<file path="config.mk">
export PLATFORM = sky130hd
export DESIGN_NAME = oof_spi_master
export DESIGN_NICKNAME = d
export VERILOG_FILES = /design/src/rtl/oof_spi_pkg.sv /design/src/rtl/oof_sclk_tick.sv /design/src/rtl/oof_frame_engine.sv /design/src/rtl/oof_reply_check.sv /design/src/rtl/oof_spi_master.sv
export SDC_FILE = /design/constraint.sdc
export NUM_CORES = 1
export LEC_CHECK = 0
export ABC_AREA = 1
export CAP_MARGIN = 20
export CELL_PAD_IN_SITES_DETAIL_PLACEMENT = 1
export CELL_PAD_IN_SITES_GLOBAL_PLACEMENT = 1
export CORE_MARGIN = 2
export CORE_UTILIZATION = 50
export DETAILED_ROUTE_END_ITERATION = 12
export DONT_BUFFER_PORTS = 1
export GPL_ROUTABILITY_DRIVEN = 0
export PLACE_DENSITY = 0.92
export SYNTH_ARGS = -nofsm -noshare
export SYNTH_HDL_FRONTEND = slang
export SYNTH_SLANG_ARGS = --single-unit
export TNS_END_PERCENT = 30
</file>
<file path="constraint.sdc">
create_clock -name clk -period 6.83 [get_ports clk]
set_clock_uncertainty 0.15 [all_clocks]
set_input_delay 0.3415 -clock clk [delete_from_list [all_inputs] [get_ports clk]]
set_output_delay 0.3415 -clock clk [all_outputs]
set_load 0.01 [all_outputs]
</file>
<file path="src/rtl/oof_spi_pkg.sv">
package oof_spi_pkg;
  localparam int FRAME_W   = 32;
  localparam int ADDR_W    = 8;
  localparam int DATA_W    = 16;
  localparam int CRC_W     = 3;
  localparam logic [CRC_W-1:0] CRC_SEED = 3'b101;
  localparam logic [CRC_W-1:0] CRC_TAPS = 3'b011;
  localparam int RD_LSB    = 4;
  localparam int WR_LSB    = 3;
  localparam int POS_WRITE = 21;
  localparam int POS_CAPT  = 20;
  localparam int POS_ADDR  = 22;
  localparam int POS_STAT  = 31;
  localparam int POS_FLAG  = 3;

  typedef enum logic [1:0] {M_IDLE, M_REQ, M_RPLY} mst_state_t;
  typedef enum logic [1:0] {E_IDLE, E_XFER, E_GAP} eng_state_t;

  // Remainder of a 32-bit word, MSB first, seeded register
  function automatic logic [CRC_W-1:0] crc3(input logic [FRAME_W-1:0] w);
    logic [CRC_W-1:0] c;
    logic             top;
    c = CRC_SEED;
    for (int i = FRAME_W - 1; i >= 0; i--) begin
      top = c[CRC_W-1];
      c   = {c[CRC_W-2:0], w[i]};
      if (top) c = c ^ CRC_TAPS;
    end
    return c;
  endfunction

  function automatic logic [FRAME_W-1:0] make_request(
      input logic [1:0]        bus_id,
      input logic              wr,
      input logic              capt,
      input logic [ADDR_W-1:0] addr,
      input logic [DATA_W-1:0] wdata);
    logic [FRAME_W-1:0] w;
    w = '0;
    w[FRAME_W-1 -: 2]             = bus_id;
    w[POS_ADDR +: ADDR_W]         = addr;
    w[POS_WRITE]                  = wr;
    w[POS_CAPT]                   = capt;
    w[WR_LSB +: DATA_W]           = wr ? wdata : '0;
    w[CRC_W-1:0]                  = crc3(w);
    return w;
  endfunction
endpackage

</file>
<file path="src/rtl/oof_sclk_tick.sv">
module oof_sclk_tick #(
  parameter int HALF_CYC = 5
) (
  input  logic clk,
  input  logic rst_n,
  input  logic run,
  output logic tick
);
  localparam int CW = (HALF_CYC > 1) ? $clog2(HALF_CYC) : 1;
  localparam logic [CW-1:0] LAST = CW'(HALF_CYC - 1);

  logic [CW-1:0] cnt_q;

  always_ff @(posedge clk or negedge rst_n) begin
    if (!rst_n)            cnt_q <= '0;
    else if (!run)         cnt_q <= '0;
    else if (cnt_q == LAST) cnt_q <= '0;
    else                   cnt_q <= cnt_q + 1'b1;
  end

  assign tick = run && (cnt_q == LAST);
endmodule

</file>
<file path="src/rtl/oof_frame_engine.sv">
module oof_frame_engine
  import oof_spi_pkg::*;
#(
  parameter int HALF_CYC = 5,
  parameter int GAP_CYC  = 36
) (
  input  logic               clk,
  input  logic               rst_n,
  input  logic               start,
  input  logic [FRAME_W-1:0] tx_word,
  input  logic               miso,
  output logic               sclk,
  output logic               mosi,
  output logic               cs_n,
  output logic               done,
  output logic [FRAME_W-1:0] rx_word
);
  localparam int GW = $clog2(GAP_CYC + 1);
  localparam int BW = $clog2(FRAME_W);
  localparam logic [GW-1:0] GAP_LAST = GW'(GAP_CYC - 1);
  localparam logic [BW-1:0] BIT_LAST = BW'(FRAME_W - 1);

  eng_state_t         st_q;
  logic [BW-1:0]      bit_q;
  logic [GW-1:0]      gap_q;
  logic [FRAME_W-1:0] sh_q, rx_q;
  logic               sclk_q, cs_q, done_q;
  logic               run, tick;

  assign run = (st_q == E_XFER);

  oof_sclk_tick #(.HALF_CYC(HALF_CYC)) u_tick (
    .clk  (clk),
    .rst_n(rst_n),
    .run  (run),
    .tick (tick)
  );

  always_ff @(posedge clk or negedge rst_n) begin
    if (!rst_n) begin
      st_q   <= E_IDLE;
      bit_q  <= '0;
      gap_q  <= '0;
      sh_q   <= '0;
      rx_q   <= '0;
      sclk_q <= 1'b0;
      cs_q   <= 1'b1;
      done_q <= 1'b0;
    end else begin
      done_q <= 1'b0;
      unique case (st_q)
        E_IDLE: if (start) begin
          sh_q  <= tx_word;
          bit_q <= '0;
          cs_q  <= 1'b0;
          st_q  <= E_XFER;
        end
        E_XFER: if (tick) begin
          if (!sclk_q) begin
            sclk_q <= 1'b1;
            rx_q   <= {rx_q[FRAME_W-2:0], miso};
          end else begin
            sclk_q <= 1'b0;
            if (bit_q == BIT_LAST) begin
              cs_q  <= 1'b1;
              gap_q <= '0;
              st_q  <= E_GAP;
            end else begin
              bit_q <= bit_q + 1'b1;
              sh_q  <= {sh_q[FRAME_W-2:0], 1'b0};
            end
          end
        end
        E_GAP: begin
          if (gap_q == GAP_LAST) begin
            done_q <= 1'b1;
            st_q   <= E_IDLE;
          end else begin
            gap_q <= gap_q + 1'b1;
          end
        end
        default: st_q <= E_IDLE;
      endcase
    end
  end

  assign sclk    = sclk_q;
  assign cs_n    = cs_q;
  assign mosi    = !cs_q && sh_q[FRAME_W-1];
  assign done    = done_q;
  assign rx_word = rx_q;

  // Checker state: consecutive chip-select-high cycles, saturating
  logic [GW-1:0] hi_cnt_q;
  always_ff @(posedge clk or negedge rst_n) begin
    if (!rst_n)                       hi_cnt_q <= GW'(GAP_CYC);
    else if (!cs_q)                   hi_cnt_q <= '0;
    else if (hi_cnt_q < GW'(GAP_CYC)) hi_cnt_q <= hi_cnt_q + 1'b1;
  end

  a_r6_cs_gap: assert property (@(posedge clk) disable iff (!rst_n)
    $fell(cs_q) |-> (hi_cnt_q >= GW'(GAP_CYC)));
  a_r7_sclk_idle_low: assert property (@(posedge clk) disable iff (!rst_n)
    cs_q |-> !sclk_q);
  a_r7_mosi_hold: assert property (@(posedge clk) disable iff (!rst_n)
    (!cs_q && sclk_q) |=> (!sclk_q || $stable(mosi)));
endmodule

</file>
<file path="src/rtl/oof_reply_check.sv">
module oof_reply_check
  import oof_spi_pkg::*;
(
  input  logic [FRAME_W-1:0] reply,
  output logic               ok,
  output logic [DATA_W-1:0]  payload
);
  logic crc_bad, stat_bad;

  always_comb begin
    crc_bad  = (crc3(reply) != '0);
    stat_bad = reply[POS_STAT] && reply[POS_FLAG];
    ok       = !crc_bad && !stat_bad;
    payload  = reply[RD_LSB +: DATA_W];
  end
endmodule

</file>
<file path="src/rtl/oof_spi_master.sv">
module oof_spi_master
  import oof_spi_pkg::*;
#(
  parameter int CLK_HZ  = 50_000_000,
  parameter int SCLK_HZ = 5_000_000,
  parameter int GAP_NS  = 700,
  parameter logic [1:0] BUS_ID = 2'b00
) (
  input  logic        clk,
  input  logic        rst_n,
  input  logic        cmd_valid,
  output logic        cmd_ready,
  input  logic        cmd_write,
  input  logic        cmd_capture,
  input  logic [7:0]  cmd_addr,
  input  logic [15:0] cmd_wdata,
  output logic        rsp_done,
  output logic        rsp_error,
  output logic [15:0] rsp_rdata,
  output logic        sclk,
  output logic        mosi,
  output logic        cs_n,
  input  logic        miso
);
  localparam int HALF_RAW = (CLK_HZ + 2 * SCLK_HZ - 1) / (2 * SCLK_HZ);
  localparam int HALF_CYC = (HALF_RAW < 1) ? 1 : HALF_RAW;
  localparam longint GAP_PROD = longint'(GAP_NS) * longint'(CLK_HZ);
  localparam int GAP_CYC  = int'(GAP_PROD / 64'sd1000000000) + 1;

  mst_state_t         st_q;
  logic               start_q, wr_q;
  logic [FRAME_W-1:0] tx_q, rx_word;
  logic               eng_done, rep_ok;
  logic [DATA_W-1:0]  rep_data;
  logic               done_q, err_q;
  logic [DATA_W-1:0]  rdata_q;

  oof_frame_engine #(.HALF_CYC(HALF_CYC), .GAP_CYC(GAP_CYC)) u_eng (
    .clk    (clk),
    .rst_n  (rst_n),
    .start  (start_q),
    .tx_word(tx_q),
    .miso   (miso),
    .sclk   (sclk),
    .mosi   (mosi),
    .cs_n   (cs_n),
    .done   (eng_done),
    .rx_word(rx_word)
  );

  oof_reply_check u_chk (
    .reply  (rx_word),
    .ok     (rep_ok),
    .payload(rep_data)
  );

  assign cmd_ready = (st_q == M_IDLE);

  always_ff @(posedge clk or negedge rst_n) begin
    if (!rst_n) begin
      st_q    <= M_IDLE;
      start_q <= 1'b0;
      wr_q    <= 1'b0;
      tx_q    <= '0;
      done_q  <= 1'b0;
      err_q   <= 1'b0;
      rdata_q <= '0;
    end else begin
      start_q <= 1'b0;
      done_q  <= 1'b0;
      unique case (st_q)
        M_IDLE: if (cmd_valid) begin
          tx_q    <= make_request(BUS_ID, cmd_write, cmd_capture, cmd_addr, cmd_wdata);
          wr_q    <= cmd_write;
          start_q <= 1'b1;
          st_q    <= M_REQ;
        end
        M_REQ: if (eng_done) begin
          if (wr_q) begin
            done_q  <= 1'b1;
            err_q   <= 1'b0;
            rdata_q <= '0;
            st_q    <= M_IDLE;
          end else begin
            tx_q    <= '0;
            start_q <= 1'b1;
            st_q    <= M_RPLY;
          end
        end
        M_RPLY: if (eng_done) begin
          done_q  <= 1'b1;
          err_q   <= !rep_ok;
          rdata_q <= rep_ok ? rep_data : '0;
          st_q    <= M_IDLE;
        end
        default: st_q <= M_IDLE;
      endcase
    end
  end

  assign rsp_done  = done_q;
  assign rsp_error = err_q;
  assign rsp_rdata = rdata_q;

  a_r8_busy_after_accept: assert property (@(posedge clk) disable iff (!rst_n)
    (cmd_valid && cmd_ready) |=> !cmd_ready);
  a_r9_single_pulse: assert property (@(posedge clk) disable iff (!rst_n)
    rsp_done |=> !rsp_done);
  a_r2_reply_frame_zero: assert property (@(posedge clk) disable iff (!rst_n)
    (st_q == M_RPLY && !cs_n) |-> !mosi);
  a_r5_error_clears_data: assert property (@(posedge clk) disable iff (!rst_n)
    (rsp_done && rsp_error) |-> (rsp_rdata == '0));
  a_r3_write_no_error: assert property (@(posedge clk) disable iff (!rst_n)
    (rsp_done && wr_q) |-> (!rsp_error && rsp_rdata == '0));
endmodule

</file>
==> results.md, run 1 <==
- Post-synth cell types: 39
- Min cycle time layout: 4.47 ns
- Ys Warns: 0
- Hold_sp: cmd_valid
- Critical R2R Launch: u_eng.rx_word[31]$_DFFE_PN0P_
- Hpwl dp: 14,200 µm
- Util after Layout: 57.7%
- Min-Delay Endpoint: start_q$_DFF_PN0_
- Clk slew on worst S/H paths: 0.06 ns
- Initial antenna violation count: 0
- Final max-slew violation count: 0
- 1st-iter DRT viols: 408
- Number of buffers inserted by port buffering: 0
- I/O Pins: 52
- Post-Synthesis Cells: 1,026
- Cells on worst reg2reg path: 38
- Final Hold Fails: 0
- Number of CTS-inserted buffers: 17
- Drt total wl: 24,300 µm
- Post-synth top area cell: dfrtp_1
- Worst setup SP type: flip-flop
- Share of post-route cells with drive strength above 1: 8.51%
- Non-Filler Instances: 1,246
- # setup viols final: 0
- Routed vias/inst: 5.84
- Asr flop ratio synth: 100%
- Fmax: 224 MHz
- Mapped Avg Cell Area: 7.48 µm²
- Number of diodes: 0
- H-tree Lvls: 4
- Max stage delay on crit path: 0.44 ns
- Post-synth EDFFs: 0
- Clk root buf: clkbuf_16
- Crit path max-delay cell type: dfrtp_1
- Congestion Overflow GR: 0
- Max FO, Critical Path: 17
- Fill cell count: 1,853
- Pre-Repair DR Iteration Count: 6
- Register bit count reported by yosys: 134
- Global-route wire length before repair: 39,900 µm
- Worst setup EP type: flip-flop
- Post-synth top area share: 43.4%
- RR Endpoint: rsp_error$_DFFE_PN0P_
- Status: finished, final reports clean
- Cell mode on critical path: nand2_1
- Post-route clock period utilization: 65.5%
- Total track usage: 31.4%
- Die area: 16,300 µm²
- Setup Total Neg Slack: 0 ns
- Worst reg2reg setup slack: 2.36 ns
- Post-DP Area: 7790 µm²
- Cell with the most instances after synthesis: nand2_1
- Wirelength per Cell: 19.5 µm
- Number of max-cap violations: 0
- Dominant synthesized flop cell: dfrtp_1
- Cts repair resizes: 0
- Slew headroom: 34.7%
- CP arrival: 4.65 ns
- Clk buf depth: 2
- Final instance area: 8700 µm²
- WP data required: 7.00 ns
- Detailed-route via count: 7,279
- Area contributors post-synth: dfrtp_1 43%, nand2_1 18%, nand3_1 6.3%, inv_1 5.0%, o21ai_0 4.0%
- CTS Sinks: 134
- PnR worst setup slack: 2.36 ns
- Synth Net Count: 1,064
- RSZ-0062 raised after global routing: no
- CTS tree: yes
- Leak Pwr: 4.40 nW
- Initial Utilization: 50.8%
- Slew @ Worst Pin: 0.978 ns
- Die Span Y: 128 µm
- Core Footprint: 15,100 µm²
- Dpl ws: 2.45 ns
- Nets: 1,083
- Rows: 45
- Largest net degree at the start of global routing: 135
- Hold Path Depth: 2
- Post-CTS Hold Fix Bufs: 27
- DRC: 0
- Die X: 128 µm
- Post-route ant nets: 0
- Placed Cells: 1,185
- Mapped cell area: 7670 µm²
- Synthesis-to-layout area growth: 13.5%
- Max VDD drop: 499 µV
- Number of global-route vias before repair: 7,867
- Sequential share of the synthesized area: 43.7%
- Commonest cells post-synth: 372 x nand2_1, 133 x dfrtp_1, 102 x inv_1
- Setup CP Type: reg -> reg
- HP Class: in -> reg
- Post-CTS Setup Bufs: 0
- Pwr dens: 387 nW/µm²
- Clock latency on the worst-skew pair: 0.45 ns
worst max-delay path by stage:
| stage | start | end | slack (ns) | cells past startpoint |
|---|---|---|---|---|
| after floorplan | u_eng.rx_word[31]$_DFFE_PN0P_ | rsp_rdata[10]$_DFFE_PN0P_ | 3.29 | 39 |
| final | u_eng.rx_word[31]$_DFFE_PN0P_ | rsp_error$_DFFE_PN0P_ | 2.36 | 38 |
| after detailed placement | u_eng.rx_word[31]$_DFFE_PN0P_ | rsp_error$_DFFE_PN0P_ | 2.45 | 38 |
| after CTS | u_eng.rx_word[31]$_DFFE_PN0P_ | rsp_error$_DFFE_PN0P_ | 2.37 | 40 |
| after global routing | u_eng.rx_word[31]$_DFFE_PN0P_ | rsp_error$_DFFE_PN0P_ | 1.71 | 41 |
| after global placement | u_eng.rx_word[31]$_DFFE_PN0P_ | rsp_rdata[12]$_DFFE_PN0P_ | 2.66 | 37 |
worst max-delay path, delay by kind of cell (launching register included):
kind | cells | cell delay (ns)
buf+inv | 4 | 0.31
flops | 1 | 0.44
simple gates | 34 | 3.46
cells in the final DEF (no fill, tap or decap), drive strengths merged, types with 2 or more instances in the layout:
master / netlist / final
nand4: 18 / 18
nand3: 100 / 100
xnor2: 9 / 9
a31oi: 19 / 19
nor3: 6 / 6
a21oi: 9 / 9
nor2: 51 / 51
clkbuf: 28 / 20
dfrtp: 133 / 133
o211ai: 10 / 10
clkinvlp: 0 / 4
a32o: 15 / 15
nand2: 406 / 406
ha: 8 / 8
clkinv: 0 / 2
buf: 5 / 6
inv: 105 / 109
xor2: 26 / 26
a22o: 4 / 4
dlygate4sd3: 0 / 27
bufinv: 0 / 2
o21ai: 62 / 62
o31ai: 2 / 2
routing by layer:
metal | part of all wire [%] | GRT usage (%)
met4 | 3.3 | 13.8
met5 | 0 | 0
met1 | 40 | 35.6
met3 | 4.1 | 6.80
met2 | 52 | 56.8
report_power, final:
part,total (mW),internal (mW),switching (mW)
Clock,0.960,0.562,0.398
Combinational,1.48,0.451,1.03
Sequential,0.924,0.867,0.0568
Total,3.37,1.88,1.48
metrics by stage:
stage / power [mW] / hold WS [ns]
after floorplan: 1.95 / -0.104
after global placement: 2.13 / -0.102
after detailed placement: 2.21 / -0.102
after CTS: 3.21 / 0.00569
after global routing: 3.52 / 0.0449
final: 3.37 / 0.0192
state kept, by name, indices dropped and copies added, names as in the netlist:
signal	count
u_eng.rx_word	32
u_eng.sh_q	32
tx_q	29
rsp_rdata	16
u_eng.gap_q	6
u_eng.bit_q	5
u_eng.u_tick.cnt_q	3
st_q	2
u_eng.st_q	2
rsp_done	1
rsp_error	1
start_q	1
u_eng.cs_n	1
u_eng.done	1
u_eng.sclk	1
wr_q	1
layout make-up:
type,instances,area [µm²],area share [%]
clock buffer,20,457,5.25
sequential,134,3350,38.5
inverter,105,394,4.53
multi-input combinational,754,3780,43.4
tap,188,235,2.70
clock inverter,12,143,1.64
timing repair buffer,33,343,3.94
cells by family (layout without fill, tap and decap cells):
family                   after synthesis  in the layout  share of synthesized area (%)
XOR/XNOR                              35             35                           4.78
AND/OR/NAND/NOR                      585            585                           32.8
flip-flops                           134            134                           43.7
multiplexers                           1              1                          0.147
buffers and inverters                138            170                           7.06
AO/OA/AOI/OAI                        125            125                           10.2
adder cells (fa/ha/maj)                8              8                           1.30
(Power assumes the default switching activity.)
==> inputs of run 2 (changes only) <==
--- a/config.mk
+++ b/config.mk
@@ -10,11 +10,11 @@
 export CELL_PAD_IN_SITES_DETAIL_PLACEMENT = 1
 export CELL_PAD_IN_SITES_GLOBAL_PLACEMENT = 1
 export CORE_MARGIN = 2
-export CORE_UTILIZATION = 50
+export CORE_UTILIZATION = 43
 export DETAILED_ROUTE_END_ITERATION = 12
 export DONT_BUFFER_PORTS = 1
 export GPL_ROUTABILITY_DRIVEN = 0
-export PLACE_DENSITY = 0.92
+export PLACE_DENSITY = 0.85
 export SYNTH_ARGS = -nofsm -noshare
 export SYNTH_HDL_FRONTEND = slang
 export SYNTH_SLANG_ARGS = --single-unit
==> constraint.sdc (replaced) <==
create_clock -name clk -period 4 [get_ports clk]
set_clock_uncertainty 0.15 [all_clocks]
set_input_delay 0.2 -clock clk [delete_from_list [all_inputs] [get_ports clk]]
set_output_delay 0.2 -clock clk [all_outputs]
set_load 0.01 [all_outputs]
==> results.md, run 2 (synthesized netlist as in run 1, its figures left out) <==
- Status: finished, violations left
- Failing checks: negative setup slack
- Sequential share of power: 29.0% (+1.5 points)
- Worst setup EP type: flip-flop
- Setup CP Type: reg -> reg
- Clock latency on the worst-skew pair: 0.44 ns (about the same)
- Dpl ws: -0.305 ns (-2.76 ns)
- Cell Int Power: 3.12 mW (+66%)
- Drt total wl: 29,400 µm (+21%)
- Clk slew on worst S/H paths: 0.06 ns (about the same)
- Crit path max-delay cell type: dfrtp_2
- Leak Pwr: 4.92 nW (+12%)
- Non-Filler Instances: 1,301 (+4.4%)
- Fill cell count: 1,979 (+6.8%)
- Net Sw Power: 2.36 mW (+59%)
- CTS Sinks: 134 (unchanged)
- 1st-iter DRT viols: 503 (+23%)
- Largest net degree at the start of global routing: 135 (unchanged)
- Critical R2R Launch: u_eng.rx_word[31]$_DFFE_PN0P_
- Worst setup SP type: flip-flop
- Final Hold Fails: 0 (unchanged)
- Cells on worst reg2reg path: 37 (-2.6%)
- Most common cell after layout, fill and taps aside: nand2_1
- Post-DP Area: 7880 µm² (+1.1%)
- Congestion Overflow GR: 0 (unchanged)
- Cell mode on critical path: nand2_4
- Placed Cells: 1,226 (+3.5%)
- Min-Delay Endpoint: tx_q[1]$_DFFE_PN0P_
- Die Span Y: 138 µm (+7.6%)
- Core Footprint: 17,400 µm² (+15%)
- Share of post-route cells with drive strength above 1: 31.2% (+23 points)
- Hold_sp: cmd_wdata[0]
- Number of max-cap violations: 0 (unchanged)
- Number of buffers inserted by port buffering: 0 (unchanged)
- Initial antenna violation count: 1 (+1)
- RR Endpoint: rsp_rdata[10]$_DFFE_PN0P_
- I/O Pins: 52 (unchanged)
- Wirelength per Cell: 22.6 µm (+16%)
- Global-route wire length before repair: 38,800 µm (-2.7%)
- Detailed-route via count: 7,685 (+5.6%)
- H-tree Lvls: 4 (unchanged)
- Reg area: 3360 µm² (+0.11%)
- Post-route ant nets: 0 (unchanged)
- Most frequent cells in the layout: 225 x nand2_1, 130 x dfrtp_1, 96 x nand2_2, 88 x inv_1, 84 x nand2_4
- Total track usage: 26.1% (-5.3 points)
- Pwr dens: 535 nW/µm² (+38%)
- RSZ-0062 raised after global routing: yes
- Slew headroom: 26.1% (-8.7 points)
- CP delay by family, top: simple AND/OR/NAND/NOR gates
- Fmax: 212 MHz (-5.0%)
- Final max-slew violation count: 0 (unchanged)
- CTS tree: yes
- Hold Path Depth: 6 (+4)
- Pre-Repair DR Iteration Count: 6 (unchanged)
- Die X: 138 µm (+7.6%)
- Multi-input logic area: 5150 µm² (+36%)
- HP Class: in -> reg
- Die area: 18,900 µm² (+16%)
- DRC: 0 (unchanged)
- Number of global-route vias before repair: 7,937 (+0.89%)
- Max FO, Critical Path: 8 (-9)
- Slew @ Worst Pin: 1.11 ns (+0.129 ns)
- CP arrival: 4.93 ns (+0.28 ns)
- Max stage delay on crit path: 0.47 ns (+0.03 ns)
- Routed vias/inst: 5.91 (+1.1%)
- Max VDD drop: 940 µV (+88%)
- Clk root buf: clkbuf_16
- Initial Utilization: 44.2% (-6.6 points)
- Synthesis-to-layout area growth: 33.4%
- Nets: 1,100 (+1.6%)
- Rows: 48 (+6.7%)
- Post-route clock period utilization: 118% (+52 points)
- Hpwl dp: 13,900 µm (-2.5%)
- Clock power frac: 27.0% (-1.5 points)
- Number of CTS-inserted buffers: 17 (unchanged)
- CP Buf/Inv Count: 5 (+1)
- Clk buf depth: 2 (unchanged)
- WP data required: 4.22 ns (-2.78 ns)
- Worst reg2reg setup slack: -0.71 ns (-3.07 ns)
- # setup viols final: 20 (+20)
- PnR worst setup slack: -0.710 ns (-3.07 ns)
- Logic gate share of total power: 44.0% (about the same)
- Sw frac: 43.1% (-1.0 points)
- Min cycle time layout: 4.71 ns (+0.236 ns)
- Final instance area: 10,200 µm² (+18%)
==> run 2: worst register-to-register path: cells and delay by family, from the launching register on <==
| family | cells | cell delay [ns] |
|---|---|---|
| buffers and inverters | 5 | 0.53 |
| DFF | 1 | 0.47 |
| and+or+nand+nor | 32 | 3.49 |
==> run 2: timing repair <==
item                                    4_1_cts  5_1_grt
gates cloned                                  4        1
endpoints found under the hold margin       164        0
pin swaps                                    32       84
setup buffers                                 2        5
resized for setup                           121      229
hold buffers                                 30        0
endpoints found under the setup margin       17       20
==> run 2: worst max path at each step <==
stage,slack [ns],startpoint,endpoint,cells after the start
finish,-0.71,u_eng.rx_word[31]$_DFFE_PN0P_,rsp_rdata[10]$_DFFE_PN0P_,37
global route,-0.87,u_eng.rx_word[31]$_DFFE_PN0P_,rsp_rdata[10]$_DFFE_PN0P_,39
CTS,0.0007,u_eng.rx_word[31]$_DFFE_PN0P_,rsp_rdata[4]$_DFFE_PN0P_,39
detailed placement,-0.31,u_eng.rx_word[31]$_DFFE_PN0P_,rsp_error$_DFFE_PN0P_,40
global placement,-0.12,u_eng.rx_word[31]$_DFFE_PN0P_,rsp_error$_DFFE_PN0P_,40
floorplan,0.46,u_eng.rx_word[31]$_DFFE_PN0P_,rsp_rdata[10]$_DFFE_PN0P_,39
==> run 2: power groups by stage <==
stage	logic [mW]	registers (mW)	clock network (mW)
CTS	2.23	1.57	1.48
global route	2.71	1.60	1.56
detailed placement	2.14	1.60	0
finish	2.41	1.59	1.48
floorplan	1.78	1.55	0
global placement	2.05	1.59	0
==> run 2: metal layers <==
metal / global-route usage [%] / vias to the layer above / share of wire (%)
li1: - / 3394 / -
met4: 8.08 / 0 / 4.6
met1: 31.3 / 3883 / 38
met5: 0 / - / 0
met2: 47.6 / 306 / 53
met3: 4.64 / 102 / 4.7
==> run 2: metrics by stage <==
| stage | setup TNS, ns | hold WS, ns | utilization (%) | power [mW] |
|---|---|---|---|---|
| finish | -10.58 | 0.0938 | 59.0 | 5.48 |
| global route | -14.23 | 0.189 | 58.9 | 5.87 |
| CTS | 0 | 0.101 | 52.6 | 5.28 |
| detailed placement | -4.53 | -0.243 | 45.4 | 3.74 |
| global placement | -1.30 | -0.243 | 45.4 | 3.64 |
| floorplan | 0 | -0.246 | - | 3.33 |
==> run 2: final cells by class <==
class,instances,area share [%]
multi-input combinational,758,50.4
sequential,134,32.8
timing repair buffer,46,4.73
clock buffer,18,4.19
inverter,105,4.00
tap,225,2.75
clock inverter,14,1.12
antenna,1,0.0245
